$ cat config.mk
export PLATFORM = sky130hd
export DESIGN_NAME = sdram_col_engine
export DESIGN_NICKNAME = d
export VERILOG_FILES = /design/src/rtl/sdram_col_pkg.sv /design/src/rtl/sdram_col_ctrl.sv /design/src/rtl/sdram_col_dp.sv /design/src/rtl/sdram_col_engine.sv
export SDC_FILE = /design/constraint.sdc
export NUM_CORES = 2
export LEC_CHECK = 0
export BUFFER_PORTS_ARGS = -buffer_cell sky130_fd_sc_hd__clkbuf_2
export CAP_MARGIN = 10
export CORE_MARGIN = 2
export CORE_UTILIZATION = 60
export DETAILED_ROUTE_END_ITERATION = 10
export GPL_ROUTABILITY_DRIVEN = 0
export GPL_TIMING_DRIVEN = 1
export PLACE_DENSITY = 0.76
export SETUP_SLACK_MARGIN = 0.3
export SLEW_MARGIN = 0
export SYNTH_ARGS = -nofsm -noshare
export SYNTH_HDL_FRONTEND = slang
export SYNTH_SLANG_ARGS = --single-unit
$ cat constraint.sdc
create_clock -name clk -period 9.35 [get_ports clk]
set_input_delay 0.935 -clock clk [delete_from_list [all_inputs] [get_ports clk]]
set_output_delay 0.935 -clock clk [all_outputs]
set_load 0.03 [all_outputs]
$ cat src/rtl/sdram_col_pkg.sv
package sdram_col_pkg;

  // Command codes on {csN, rasN, casN, weN}
  localparam logic [3:0] CMD_MODE = 4'b0000;
  localparam logic [3:0] CMD_ACT  = 4'b0011;
  localparam logic [3:0] CMD_RD   = 4'b0101;
  localparam logic [3:0] CMD_WR   = 4'b0100;
  localparam logic [3:0] CMD_STOP = 4'b0110;

  localparam logic [2:0] BL_PAGE = 3'b111;
  localparam logic [2:0] CL_TWO  = 3'b010;
  localparam logic [2:0] CL_THREE = 3'b011;

  typedef struct packed {
    logic [2:0] blCode;
    logic       interleave;
    logic       cl3;
    logic       singleWrite;
  } mode_t;

  // Strobes from control to datapath
  typedef struct packed {
    logic adv;    // edge is taken (cke high)
    logic wrEn;   // store a byte this edge
    logic rdEn;   // fetch a read beat this cycle
    logic cl3;    // latency 3 selected
  } strobe_t;

endpackage

$ cat src/rtl/sdram_col_ctrl.sv
module sdram_col_ctrl
  import sdram_col_pkg::*;
#(
  parameter int ROW_W  = 2,
  parameter int COL_W  = 4,
  parameter int ADDR_W = 12,
  parameter int BA_W   = 2,
  localparam int BANKS = 1 << BA_W,
  localparam int IDX_W = BA_W + ROW_W + COL_W
) (
  input  logic              clk,
  input  logic              rstN,
  input  logic              cke,
  input  logic              csN,
  input  logic              rasN,
  input  logic              casN,
  input  logic              weN,
  input  logic [BA_W-1:0]   ba,
  input  logic [ADDR_W-1:0] addr,
  output mode_t             mode,
  output strobe_t           strb,
  output logic [IDX_W-1:0]  wrIdx,
  output logic [IDX_W-1:0]  rdIdx
);

  logic [3:0] cmd;
  logic isMode, isAct, isRd, isWr, isStop, newCol;
  logic unusedAddr;

  logic [ROW_W-1:0] rowQ [BANKS];
  logic             actQ, rdQ;
  logic [BA_W-1:0]  bankQ;
  logic [COL_W-1:0] startQ, cntQ;

  logic [COL_W-1:0] lenMask, wrMask, curMask, offs, genCol;
  logic             fullPage, lastBeat, burstWr;

  assign cmd    = {csN, rasN, casN, weN};
  assign isMode = cke && (cmd == CMD_MODE);
  assign isAct  = cke && (cmd == CMD_ACT);
  assign isRd   = cke && (cmd == CMD_RD);
  assign isWr   = cke && (cmd == CMD_WR);
  assign isStop = cke && (cmd == CMD_STOP);
  assign newCol = isRd || isWr || isStop;
  assign unusedAddr = ^addr;

  // Burst length as a wrap mask over the column bits
  always_comb begin
    case (mode.blCode)
      3'd0:    lenMask = '0;
      3'd1:    lenMask = COL_W'(1);
      3'd2:    lenMask = COL_W'(3);
      3'd3:    lenMask = COL_W'(7);
      default: lenMask = '1;
    endcase
  end

  assign fullPage = (mode.blCode == BL_PAGE);
  assign wrMask   = mode.singleWrite ? '0 : lenMask;
  assign curMask  = rdQ ? lenMask : wrMask;

  // Column of the current beat: wrap inside the aligned block
  assign offs     = (!mode.interleave || fullPage) ? (startQ + cntQ) : (startQ ^ cntQ);
  assign genCol   = (startQ & ~curMask) | (offs & curMask);
  assign lastBeat = !fullPage && (cntQ == curMask);
  assign burstWr  = cke && actQ && !rdQ && !newCol;

  assign strb.adv  = cke;
  assign strb.wrEn = isWr || burstWr;
  assign strb.rdEn = actQ && rdQ;
  assign strb.cl3  = mode.cl3;

  assign wrIdx = isWr ? {ba, rowQ[ba], addr[COL_W-1:0]} : {bankQ, rowQ[bankQ], genCol};
  assign rdIdx = {bankQ, rowQ[bankQ], genCol};

  always_ff @(posedge clk or negedge rstN) begin
    if (!rstN) begin
      mode   <= '0;
      actQ   <= 1'b0;
      rdQ    <= 1'b0;
      bankQ  <= '0;
      startQ <= '0;
      cntQ   <= '0;
      for (int b = 0; b < BANKS; b++) rowQ[b] <= '0;
    end else if (cke) begin
      if (isMode) begin
        if (addr[2:0] inside {3'd0, 3'd1, 3'd2, 3'd3, BL_PAGE}) mode.blCode <= addr[2:0];
        mode.interleave  <= addr[3];
        if (addr[6:4] == CL_TWO)   mode.cl3 <= 1'b0;
        if (addr[6:4] == CL_THREE) mode.cl3 <= 1'b1;
        mode.singleWrite <= addr[9];
      end
      if (isAct) rowQ[ba] <= addr[ROW_W-1:0];
      if (isRd) begin
        actQ   <= 1'b1;
        rdQ    <= 1'b1;
        bankQ  <= ba;
        startQ <= addr[COL_W-1:0];
        cntQ   <= '0;
      end else if (isWr) begin
        actQ   <= (wrMask != '0);
        rdQ    <= 1'b0;
        bankQ  <= ba;
        startQ <= addr[COL_W-1:0];
        cntQ   <= COL_W'(1);
      end else if (isStop) begin
        actQ   <= 1'b0;
      end else if (actQ) begin
        if (lastBeat) actQ <= 1'b0;
        else          cntQ <= cntQ + COL_W'(1);
      end
    end
  end

endmodule

$ cat src/rtl/sdram_col_dp.sv
module sdram_col_dp
  import sdram_col_pkg::*;
#(
  parameter int IDX_W  = 8,
  parameter int DATA_W = 8,
  parameter int STAGES = 3,
  localparam int DEPTH = 1 << IDX_W
) (
  input  logic              clk,
  input  logic              rstN,
  input  strobe_t           strb,
  input  logic [IDX_W-1:0]  wrIdx,
  input  logic [IDX_W-1:0]  rdIdx,
  input  logic              dqm,
  input  logic [DATA_W-1:0] dqIn,
  output logic [DATA_W-1:0] dqOut,
  output logic              dqOe
);

  logic [DATA_W-1:0] mem [DEPTH];
  logic [DATA_W-1:0] dataQ [STAGES];
  logic [STAGES-1:0] validQ;
  logic [STAGES-1:0] maskQ;
  logic              beatOn;
  logic [DATA_W-1:0] beatData;

  always_ff @(posedge clk) begin
    if (strb.wrEn && !dqm) mem[wrIdx] <= dqIn;
  end

  // Read fetch pipeline and read-mask delay line, both frozen when cke is low
  always_ff @(posedge clk or negedge rstN) begin
    if (!rstN) begin
      validQ <= '0;
      maskQ  <= '0;
      for (int i = 0; i < STAGES; i++) dataQ[i] <= '0;
    end else if (strb.adv) begin
      validQ <= {validQ[STAGES-2:0], strb.rdEn};
      maskQ  <= {maskQ[STAGES-2:0], dqm};
      dataQ[0] <= mem[rdIdx];
      for (int i = 1; i < STAGES; i++) dataQ[i] <= dataQ[i-1];
    end
  end

  assign beatOn   = strb.cl3 ? validQ[STAGES-1] : validQ[STAGES-2];
  assign beatData = strb.cl3 ? dataQ[STAGES-1]  : dataQ[STAGES-2];
  assign dqOe     = beatOn && !maskQ[STAGES-1];
  assign dqOut    = dqOe ? beatData : '0;

endmodule

$ cat src/rtl/sdram_col_engine.sv
module sdram_col_engine
  import sdram_col_pkg::*;
#(
  parameter int ROW_W  = 2,
  parameter int COL_W  = 4,
  parameter int ADDR_W = 12,
  parameter int BA_W   = 2,
  parameter int DATA_W = 8,
  localparam int IDX_W = BA_W + ROW_W + COL_W
) (
  input  logic              clk,
  input  logic              rstN,
  input  logic              cke,
  input  logic              csN,
  input  logic              rasN,
  input  logic              casN,
  input  logic              weN,
  input  logic [BA_W-1:0]   ba,
  input  logic [ADDR_W-1:0] addr,
  input  logic              dqm,
  input  logic [DATA_W-1:0] dqIn,
  output logic [DATA_W-1:0] dqOut,
  output logic              dqOe
);

  mode_t            modeW;
  strobe_t          strbW;
  logic [IDX_W-1:0] wrIdxW, rdIdxW;

  sdram_col_ctrl #(.ROW_W(ROW_W), .COL_W(COL_W), .ADDR_W(ADDR_W), .BA_W(BA_W)) u_ctrl (
    .clk(clk), .rstN(rstN), .cke(cke), .csN(csN), .rasN(rasN), .casN(casN), .weN(weN),
    .ba(ba), .addr(addr), .mode(modeW), .strb(strbW), .wrIdx(wrIdxW), .rdIdx(rdIdxW)
  );

  sdram_col_dp #(.IDX_W(IDX_W), .DATA_W(DATA_W), .STAGES(3)) u_dp (
    .clk(clk), .rstN(rstN), .strb(strbW), .wrIdx(wrIdxW), .rdIdx(rdIdxW),
    .dqm(dqm), .dqIn(dqIn), .dqOut(dqOut), .dqOe(dqOe)
  );

endmodule

==> out/metrics.yaml <==
cts_tree: "done"
synth_cell_types: 69
viasPerCell: 6.479
io_pins: 39
firstDrtPassIters: 7
drc: 0
yosysMostFrequentCell: "nand2_1"
synth_common_cells: "2111 x nand2_1, 2048 x edfxtp_1, 438 x nand3_1"
reg2reg_from: "u_ctrl.cntQ[0]"
routed_wl_um: 217600
yosysWarnings: 0
drt_iter0_markers: 8145
fmax_mhz: 175.7
clock_latency_ps: 840
rows: 138
finalSetupTns_ps: 0
cts.htree.levels: 4
cp-startpoint: "u_ctrl.cntQ[0]"
vdd_ir_drop_max_mv: 0.5702
nFillCells: 9625
fp.dieH_um: 381.3
n_antenna_cell: 0
post-dp-hpwl_um: 118800
rrSetupSlack_ps: 3660
grt_use_total: 0.2946
dieArea_um2: 145400
grt_pass1_wl_um: 322500
reg2regPathDepth: 13
power.leakage_nw: 31.23
synthesis.area_um2: 85410
finalCritPeriodShare: 0.6087
antenna_found_initial: 2
async_reset_ff_frac: 0.02662
finalInstanceArea_um2: 92680
ys_seq_area_frac: 0.7364
synth_edf_count: 2048
route.antenna.remaining_nets: 0
drive_gt1_frac: 0.06987
grt_max_degree: 193
cp-end-kind: "flop"
coreArea_um2: 141400
hold_slack_ps: 259.0
cp_slowest_stage_delay_ps: 1100
total_power_mw: 26.65
clkTransAtPathRegs_ps: 60
synth_ff_type: "edfxtp_1"
power.density_nw_per_um2: 287.5
start_util: 0.6040
area_growth_pct: 8.508
clock-sinks: 2104
synthTopCellsByArea: "edfxtp_1 72%, nand2_1 9.3%, a311oi_1 3.9%"
placed_cells: 8112
start_kind: "flop"
ctsHoldBuffers: 0
clock_path_buffers: 3
fin_cells: 8474
slew-limit-headroom: 0.1453
grt_overflow_total: 0
die_w_um: 381.3
outcome: "complete, no violations"
synth_top_area_frac: 0.7200
numCtsBuffers: 196
cts_resized: 0
syn_inst: 6588
synth.ff_latch_count: 2104
critPathRequiredTime_ps: 9980
grt_pass1_vias: 52737
clockRootBuffer: "clkbuf_16"
num_vias: 54906
path_cells: "ha_1, fa_1, inv_1, o221ai_1, a31oi_4, buf_12, and3_1, a311oi_1, a31o_1, a222oi_1, nand4_1, o41ai_1, o2111ai_1"
syn_avg_cell_area_um2: 12.97
worstMarginPinSlew_ps: 1278
drv_slew: 0
nNetsFinal: 6456
critPathArrivalTime_ps: 6330
critPathKind: "reg -> reg"
clock_skew_ps: 20.06
worstPathMaxFanout: 90
max-cap-violations: 0
synth_nets: 6623
io_buffers: 34
finalSetupViolations: 0
finalCriticalPeriod_ps: 5692
synth_area_leader_cell: "edfxtp_1"
crit_slowest_cell: "o41ai_1"
hold_path.class: "in -> async"
rsz0062_at_grt: "no"
wl_per_cell_um: 25.67
postCtsSetupBuffers: 0
dpl_cell_area_um2: 86510
hold_violations: 0
[logic make-up after synthesis]
| group | share of synthesized area |
|---|---|
| buffers and inverters | 0.02833 |
| adders and majority gates | 0.0008204 |
| and+or+nand+nor | 0.1607 |
| DFF | 0.7364 |
| muxes | 0.009976 |
| xor gates and xnor gates | 0.0004102 |
| AOI/OAI and AO/OA | 0.06334 |
[layout make-up]
| type | count | area [µm²] | area share |
|---|---|---|---|
| well taps | 1890 | 2365 | 0.02552 |
| multi-input cells | 3993 | 20190 | 0.2178 |
| repair buffers | 111 | 1007 | 0.01087 |
| clock buffers | 259 | 5308 | 0.05727 |
| inverters | 15 | 56.30 | 0.0006075 |
| flip-flops and latches | 2104 | 62900 | 0.6787 |
| clock inverters | 102 | 857.1 | 0.009248 |
[routing by layer]
metal	part of all wire	vias up	GRT usage	wire length, µm
li1	-	23963	-	-
met1	0.37	27025	0.4037	80990
met2	0.46	3412	0.4538	101200
met3	0.12	504	0.07337	26620
met4	0.040	2	0.1255	8774
met5	0.000060	-	0	13
[path summary, 6_finish.rpt]
path | to
min in group clk | u_ctrl.mode[0]
min | u_dp.dataQ[5]
max reg2reg | u_dp.dataQ[16]
max | u_dp.dataQ[16]
min reg2reg | u_dp.maskQ[1]
max in group asynchronous | u_dp.dataQ[16]
[power by group]
part	internal (mW)	switching, mW	leakage, nW
registers	10.4	0.108	19.1
logic	2.34	6.03	9.13
clock network	4.34	3.39	3.00
total	17.1	9.52	31.2
[cells in the final DEF (no fill, tap or decap), types with 26 or more instances in the layout]
| master | count |
|---|---|
| a21oi_1 | 43 |
| a311oi_1 | 383 |
| a31oi_1 | 81 |
| and3_1 | 302 |
| buf_4 | 61 |
| clkbuf_1 | 52 |
| clkbuf_16 | 201 |
| clkbuf_2 | 26 |
| clkinv_1 | 47 |
| clkinv_2 | 27 |
| dfrtp_1 | 56 |
| edfxtp_1 | 2048 |
| mux2_2 | 39 |
| nand2_1 | 2105 |
| nand3_1 | 438 |
| nor2_1 | 294 |
| nor3_1 | 32 |
| o21ai_0 | 44 |
[worst max-delay path: cells and delay by family, from the launching register on]
kind                       cells  cell delay, ps
buffers and inverters          2             580
DFF                            1             450
and+or+nand+nor                2             540
adders and majority gates      2             650
AOI/OAI and AO/OA              7            3250
[metrics by stage]
step                worst slack (ps)  utilization
floorplan                       5471            -
global placement                3972       0.6118
detailed placement              3857       0.6118
CTS                             3806       0.6554
global route                    3559       0.6554
finish                          3659       0.6554
[state kept, by name, summed over array words and instances, names as in the netlist]
name           flops
u_ctrl.rowQ        8
u_ctrl.actQ        1
u_dp.mem        2048
u_ctrl.mode        6
u_ctrl.rdQ         1
u_ctrl.startQ      4
u_ctrl.bankQ       2
u_ctrl.cntQ        4
u_dp.validQ        3
u_dp.dataQ        24
u_dp.maskQ         3
Power figures use the tool's default switching activity.
